===== src/rtl/pwm_reg_pkg.sv =====
`timescale 1ns/1ps
package pwm_reg_pkg;
  typedef enum logic [1:0] {
    PH_OFF  = 2'd0,
    PH_FWD  = 2'd1,
    PH_SLOW = 2'd2,
    PH_FAST = 2'd3
  } phase_e;
endpackage


===== src/rtl/pwm_period_gen.sv =====
`timescale 1ns/1ps
// Period timer: down-counter reloaded at each boundary with a length
// chosen from the base count, the halving control and the jitter offset.
module pwm_period_gen #(
  parameter int          PERIOD   = 175,
  parameter int          LFSR_W   = 8,
  parameter logic [7:0]  TAPS     = 8'hB8,
  parameter logic [7:0]  SEED     = 8'hA5,
  parameter int          JIT_BITS = 5
) (
  input  logic clk,
  input  logic rst,
  input  logic dbl_i,
  input  logic jit_i,
  output logic last_o,
  output logic start_o
);
  localparam int HALF  = PERIOD / 2;
  localparam int JHALF = 2 ** (JIT_BITS - 1);
  localparam int CNT_W = $clog2(PERIOD + 2 * JHALF + 1);

  logic [CNT_W-1:0]  cnt;
  logic [LFSR_W-1:0] lfsr, lfsr_nxt;
  int base, off, len;

  assign lfsr_nxt = {lfsr[LFSR_W-2:0], ^(lfsr & TAPS[LFSR_W-1:0])};
  assign last_o   = (cnt == '0);

  always_comb begin
    base = dbl_i ? HALF : PERIOD;
    off  = int'(lfsr_nxt[JIT_BITS-1:0]) - JHALF;
    if (dbl_i) off = off >>> 1;
    if (!jit_i) off = 0;
    len  = base + off;
  end

  always_ff @(posedge clk) begin
    if (rst) begin
      cnt     <= '0;
      lfsr    <= SEED[LFSR_W-1:0];
      start_o <= 1'b0;
    end else begin
      start_o <= last_o;
      if (last_o) begin
        cnt  <= CNT_W'(len - 1);
        lfsr <= lfsr_nxt;
      end else begin
        cnt  <= cnt - 1'b1;
      end
    end
  end
endmodule


===== src/rtl/pwm_setpt_track.sv =====
`timescale 1ns/1ps
// Holds the set-point in force and flags a request for less current.
module pwm_setpt_track #(
  parameter int SP_W = 8
) (
  input  logic            clk,
  input  logic            rst,
  input  logic            load_i,
  input  logic [SP_W-1:0] sp_i,
  output logic [SP_W-1:0] sp_o,
  output logic            drop_o
);
  logic signed [SP_W:0] new_ext, old_ext;
  logic        [SP_W:0] new_mag, old_mag;
  logic                 sign_flip;

  always_comb begin
    new_ext   = {sp_i[SP_W-1], sp_i};
    old_ext   = {sp_o[SP_W-1], sp_o};
    new_mag   = (new_ext < 0) ? -new_ext : new_ext;
    old_mag   = (old_ext < 0) ? -old_ext : old_ext;
    sign_flip = (sp_i[SP_W-1] != sp_o[SP_W-1]) && (sp_o != '0);
    drop_o    = (new_mag < old_mag) || sign_flip;
  end

  always_ff @(posedge clk) begin
    if (rst)         sp_o <= '0;
    else if (load_i) sp_o <= sp_i;
  end
endmodule


===== src/rtl/pwm_phase_fsm.sv =====
`timescale 1ns/1ps
// Chooses the bridge phase for the next cycle; outputs are flops.
module pwm_phase_fsm
  import pwm_reg_pkg::*;
(
  input  logic clk,
  input  logic rst,
  input  logic en_i,
  input  logic cmp_hi_i,
  input  logic last_i,
  input  logic drop_i,
  output logic fwd_o,
  output logic slow_o,
  output logic fast_o
);
  phase_e ph, ph_nxt;

  always_comb begin
    ph_nxt = ph;
    if (!en_i) begin
      ph_nxt = PH_OFF;
    end else if (last_i) begin
      if (drop_i)                        ph_nxt = PH_FAST;
      else if (ph == PH_FAST && cmp_hi_i) ph_nxt = PH_FAST;
      else                               ph_nxt = PH_FWD;
    end else begin
      unique case (ph)
        PH_FWD:  ph_nxt = cmp_hi_i ? PH_SLOW : PH_FWD;
        PH_FAST: ph_nxt = cmp_hi_i ? PH_FAST : PH_FWD;
        PH_SLOW: ph_nxt = PH_SLOW;
        default: ph_nxt = PH_OFF;
      endcase
    end
  end

  always_ff @(posedge clk) begin
    if (rst) begin
      ph     <= PH_OFF;
      fwd_o  <= 1'b0;
      slow_o <= 1'b0;
      fast_o <= 1'b0;
    end else begin
      ph     <= ph_nxt;
      fwd_o  <= (ph_nxt == PH_FWD);
      slow_o <= (ph_nxt == PH_SLOW);
      fast_o <= (ph_nxt == PH_FAST);
    end
  end
endmodule


===== src/rtl/pwm_current_reg.sv =====
`timescale 1ns/1ps
module pwm_current_reg #(
  parameter int         PERIOD    = 175,
  parameter int         SP_W      = 8,
  parameter int         LFSR_W    = 8,
  parameter logic [7:0] LFSR_TAPS = 8'hB8,
  parameter logic [7:0] LFSR_SEED = 8'hA5,
  parameter int         JIT_BITS  = 5
) (
  input  logic            clk,
  input  logic            rst,
  input  logic            en,
  input  logic            dbl_freq,
  input  logic            jit_en,
  input  logic            cmp_hi,
  input  logic [SP_W-1:0] setpt,
  output logic            fwd_on,
  output logic            slow_on,
  output logic            fast_on,
  output logic            polarity_neg,
  output logic [SP_W-1:0] setpt_act,
  output logic            period_start
);
  logic last, drop;

  pwm_period_gen #(
    .PERIOD(PERIOD), .LFSR_W(LFSR_W), .TAPS(LFSR_TAPS),
    .SEED(LFSR_SEED), .JIT_BITS(JIT_BITS)
  ) u_period (
    .clk(clk), .rst(rst), .dbl_i(dbl_freq), .jit_i(jit_en),
    .last_o(last), .start_o(period_start)
  );

  pwm_setpt_track #(.SP_W(SP_W)) u_setpt (
    .clk(clk), .rst(rst), .load_i(last), .sp_i(setpt),
    .sp_o(setpt_act), .drop_o(drop)
  );

  pwm_phase_fsm u_fsm (
    .clk(clk), .rst(rst), .en_i(en), .cmp_hi_i(cmp_hi),
    .last_i(last), .drop_i(drop),
    .fwd_o(fwd_on), .slow_o(slow_on), .fast_o(fast_on)
  );

  assign polarity_neg = setpt_act[SP_W-1];
endmodule


===== config.mk =====
export PLATFORM = sky130hd
export DESIGN_NAME = pwm_current_reg
export DESIGN_NICKNAME = d
export VERILOG_FILES = /design/src/rtl/pwm_reg_pkg.sv /design/src/rtl/pwm_period_gen.sv /design/src/rtl/pwm_setpt_track.sv /design/src/rtl/pwm_phase_fsm.sv /design/src/rtl/pwm_current_reg.sv
export SDC_FILE = /design/constraint.sdc
export NUM_CORES = 1
export LEC_CHECK = 0
export ABC_AREA = 1
export CORE_AREA = 10 10 73 75
export DETAILED_ROUTE_END_ITERATION = 6
export DIE_AREA = 0 0 83 85
export DONT_BUFFER_PORTS = 1
export PLACE_DENSITY = 0.69
export SLEW_MARGIN = 20
export SYNTH_ARGS = -nofsm -noshare
export SYNTH_HDL_FRONTEND = slang
export SYNTH_HIERARCHICAL = 1
export SYNTH_SLANG_ARGS = --single-unit

===== constraint.sdc =====
create_clock -name clk -period 2.55 [get_ports clk]
set_clock_uncertainty 0.05 [all_clocks]
set_input_delay 0.51 -clock clk [delete_from_list [all_inputs] [get_ports clk]]
set_output_delay 0.51 -clock clk [all_outputs]
set_load 0.02 [all_outputs]

==> flow_summary.yaml <==
clock_network:
  clockRootBuffer: "clkbuf_8"
  postCtsHoldBufs: 0
  post-cts-setup-buffer-count: 0
  cts_resized: 0
  cts_buffers: 5
  cts_sinks: 30
  cts_tree: "done"
  clk_pin_slew_worst_paths_ps: 70
  htree_levels: 2
  clk_latency_ps: 280
  clk_path_buf_depth: 2
synth:
  synth_cells: 294
  synth_top_area_share_pct: 28.69
  synth_edf_count: 0
  synthTopCellsByArea: "dfxtp_1 29%, ha_1 10%, nand2_1 9.9%"
  async_flop_share_pct: 0
  syn_avg_cell_area_sq_um: 7.120
  ys_types: 33
  yosys_register_bits: 30
  ys.flop_type: "dfxtp_1"
  ys_seq_area_share_pct: 28.69
  syn_area_sq_mm: 0.002093
  synth_top_cell_by_area: "dfxtp_1"
  ys_warn_count: 6
  syn_nets: 325
critical_path:
  crit_arrival_ps: 2420
  cp-start-kind: "register"
  crit_required_ps: 2720
  r2r_start: "u_setpt/sp_o[1]$_SDFFE_PP0P_"
  cp_cell_sequence: "inv_1 > ha_1 > nand3_2 > nand2_1 > xor2_1 > inv_1 > ha_1 > nand2_1 > inv_1 > nand2_1 > nand2_1 > nand2_1 > nand3_1 > nand2_1 > inv_1 > nand2_1 > nand2_1 > nand2_2 > inv_1 > nor2_1"
  cp_common_cell: "nand2_1"
  rrSetupSlack_ps: 300
  path_max_fanout: 4
  critical_path.max_stage_delay_ps: 310
  rr_endpoint: "u_fsm/fast_o$_SDFF_PP0_"
  crit_slowest_cell: "dfxtp_1"
  reg2regPathDepth: 20
  path_class: "register to register"
  worstSetupEndpointType: "register"
floorplan:
  num_io_pins: 27
  die_height_um: 85
  die_width_um: 83
  rows: 23
  die_area_sq_mm: 0.007055
  start_util_pct: 53.48
  core_area_sq_mm: 0.003914
global_routing:
  grt_max_degree: 34
  overflow: 0
  antenna_found_initial: 0
  use_met3_pct: 4.493
  grt_pass1_wl_mm: 7.527
  gr-usage-all-layers_pct: 12.47
  grt.busiest_layer: "met2"
  grt_use_met2_pct: 18.54
  grt_use_met1_pct: 15.86
  grt_pass1_vias: 1618
cells_and_area:
  syn_to_final_growth_pct: 6.216
  n_antenna_cell: 0
  drive_gt1_share_pct: 13.00
  nets: 330
  stdcell_area_sq_mm: 0.002223
sta:
  period_needed_ps: 2249
  fmax_mhz: 444.7
  fin_tns_setup_ps: 0
  finalSetupViolCount: 0
  hold_viol_final: 0
  final-max-slew-violation-count: 0
  rsz0062_at_grt: "false"
  min_period_over_period_pct: 88.19
route:
  drc: 0
  drt_first_iter_violations: 132
  wl_mm: 4.316
  via_count: 1763
  routed_via_density: 5.037
  drtAntennaViolNets: 0
  routedWlPerCell_um: 12.33
  dr.pass1.iters: 4
place:
  globalplace.congestion: 0.8001
  place_area_sq_mm: 0.002132
  port_buffers: 0
  dp_hpwl_mm: 3.222
min_path:
  hp-start: "rst"
  hold_end: "u_period/cnt[0]$_SDFF_PP0_"
  hold_class: "primary input to register"
  hold_depth: 1
outcome:
  outcome: "finished clean"
power:
  p_seq_share_pct: 29.9
  switchingPower_mw: 1.434
  p_total_mw: 2.965
  vdd_ir_drop_max_mv: 0.6457
  swShare_pct: 48.36
  internal-power_mw: 1.531
  cellPowerDensity_mw_per_mm2: 1333
  p_clk_share_pct: 13.4
  combinationalPowerShare_pct: 56.7
  cellLeakagePower_nw: 1.081
job:
  maxCapViolCount: 0
[placed cells by master, fill, tap and decap left out, drive strengths merged]
cell,n
a211oi,10
or2,1
o21ai,18
nand3b,2
inv,52
nor2,29
nand4,6
clkinv,1
nor3,1
nand2,62
o211ai,1
a21o,1
nand3,20
xor2,9
dfxtp,30
buf,6
ha,17
conb,2
clkbuf,7
a21oi,19
xnor2,5
a21boi,1
[power groups by stage]
stage               clock network (mW)  registers (mW)  logic, mW
floorplan                            0           0.901       1.41
global placement                     0           0.896       1.64
detailed placement                   0           0.895       1.67
CTS                              0.415           0.887       1.68
global route                     0.424           0.914       1.94
finish                           0.397           0.886       1.68
[how the worst max path moves through the flow]
stage                                       from                 endpoint  slack, ps  cells past startpoint
CTS                 u_setpt/sp_o[1]$_SDFFE_PP0P_  u_fsm/slow_o$_SDFF_PP0_        290                     20
global route        u_setpt/sp_o[1]$_SDFFE_PP0P_  u_fsm/fast_o$_SDFF_PP0_          9                     19
floorplan           u_setpt/sp_o[0]$_SDFFE_PP0P_  u_fsm/slow_o$_SDFF_PP0_        370                     18
global placement                        setpt[0]  u_fsm/slow_o$_SDFF_PP0_        210                     18
finish              u_setpt/sp_o[1]$_SDFFE_PP0P_  u_fsm/fast_o$_SDFF_PP0_        300                     20
detailed placement                      setpt[0]  u_fsm/slow_o$_SDFF_PP0_        150                     20
[per-layer routing]
layer / vias to the layer above / part of all wire [%]
li1: 951 / -
met4: 0 / 0.76
met5: - / 0
met3: 3 / 6.9
met2: 41 / 43
met1: 768 / 49
[worst max-delay path: cells and delay by family (launching register included)]
family        cells  cell delay (ps)
xor+xnor          1              150
buf+inv           5              290
fa+ha+maj         2              540
flops             1              310
simple gates     12              860
[cell families after synthesis]
logic type | count (synthesis) | synth area share (%)
buffers and inverters | 60 | 12.97
flip-flops | 30 | 28.69
other | 2 | 0.3588
adder cells (fa/ha/maj) | 17 | 10.16
AND/OR/NAND/NOR | 121 | 26.54
XOR/XNOR | 14 | 5.858
AO/OA/AOI/OAI | 50 | 15.42
[flip-flops by register name, summed over array words and instances (netlist names)]
| register | flops |
|---|---|
| u_fsm/slow_o | 1 |
| u_period/lfsr | 8 |
| u_fsm/fwd_o | 1 |
| u_fsm/ph | 2 |
| u_period/start_o | 1 |
| u_period/cnt | 8 |
| u_setpt/sp_o | 8 |
| u_fsm/fast_o | 1 |
[per-stage QoR]
stage               setup WS [ps]  std cells  utilization [%]  hold slack (ps)
global route                8.763        350            56.81            228.0
CTS                         292.3        350            56.81            226.8
global placement            212.6        342            54.48            388.3
finish                      301.2        350            56.81            239.7
detailed placement          154.5        342            54.48            407.3
floorplan                   373.5        294                -            373.6
[layout make-up]
cell class	count	area, sq um
fillers	393	1690
multi-input cells	204	1221
flip-flops and latches	30	600.6
inverters	52	202.7
clock buffers	7	86.33
well taps	50	62.56
repair buffers	6	45.04
clock inverters	1	5.005
[synth_stat cells (2+ instances only)]
cell type  instances
buf_6              4
a21oi_1           19
nand2_1           55
xor2_1             9
nor2_2             2
nand3_2            3
o21ai_0           14
xnor2_1            5
dfxtp_1           30
nor2_1            26
ha_1              17
nand2_2            6
nand4_1            6
nand3_1           17
inv_2              3
conb_1             2
nand3b_1           2
a211oi_1           3
a211oi_2           7
buf_4              2
o21ai_1            4
inv_1             47
Note: power is estimated with default switching activity, not from simulation.
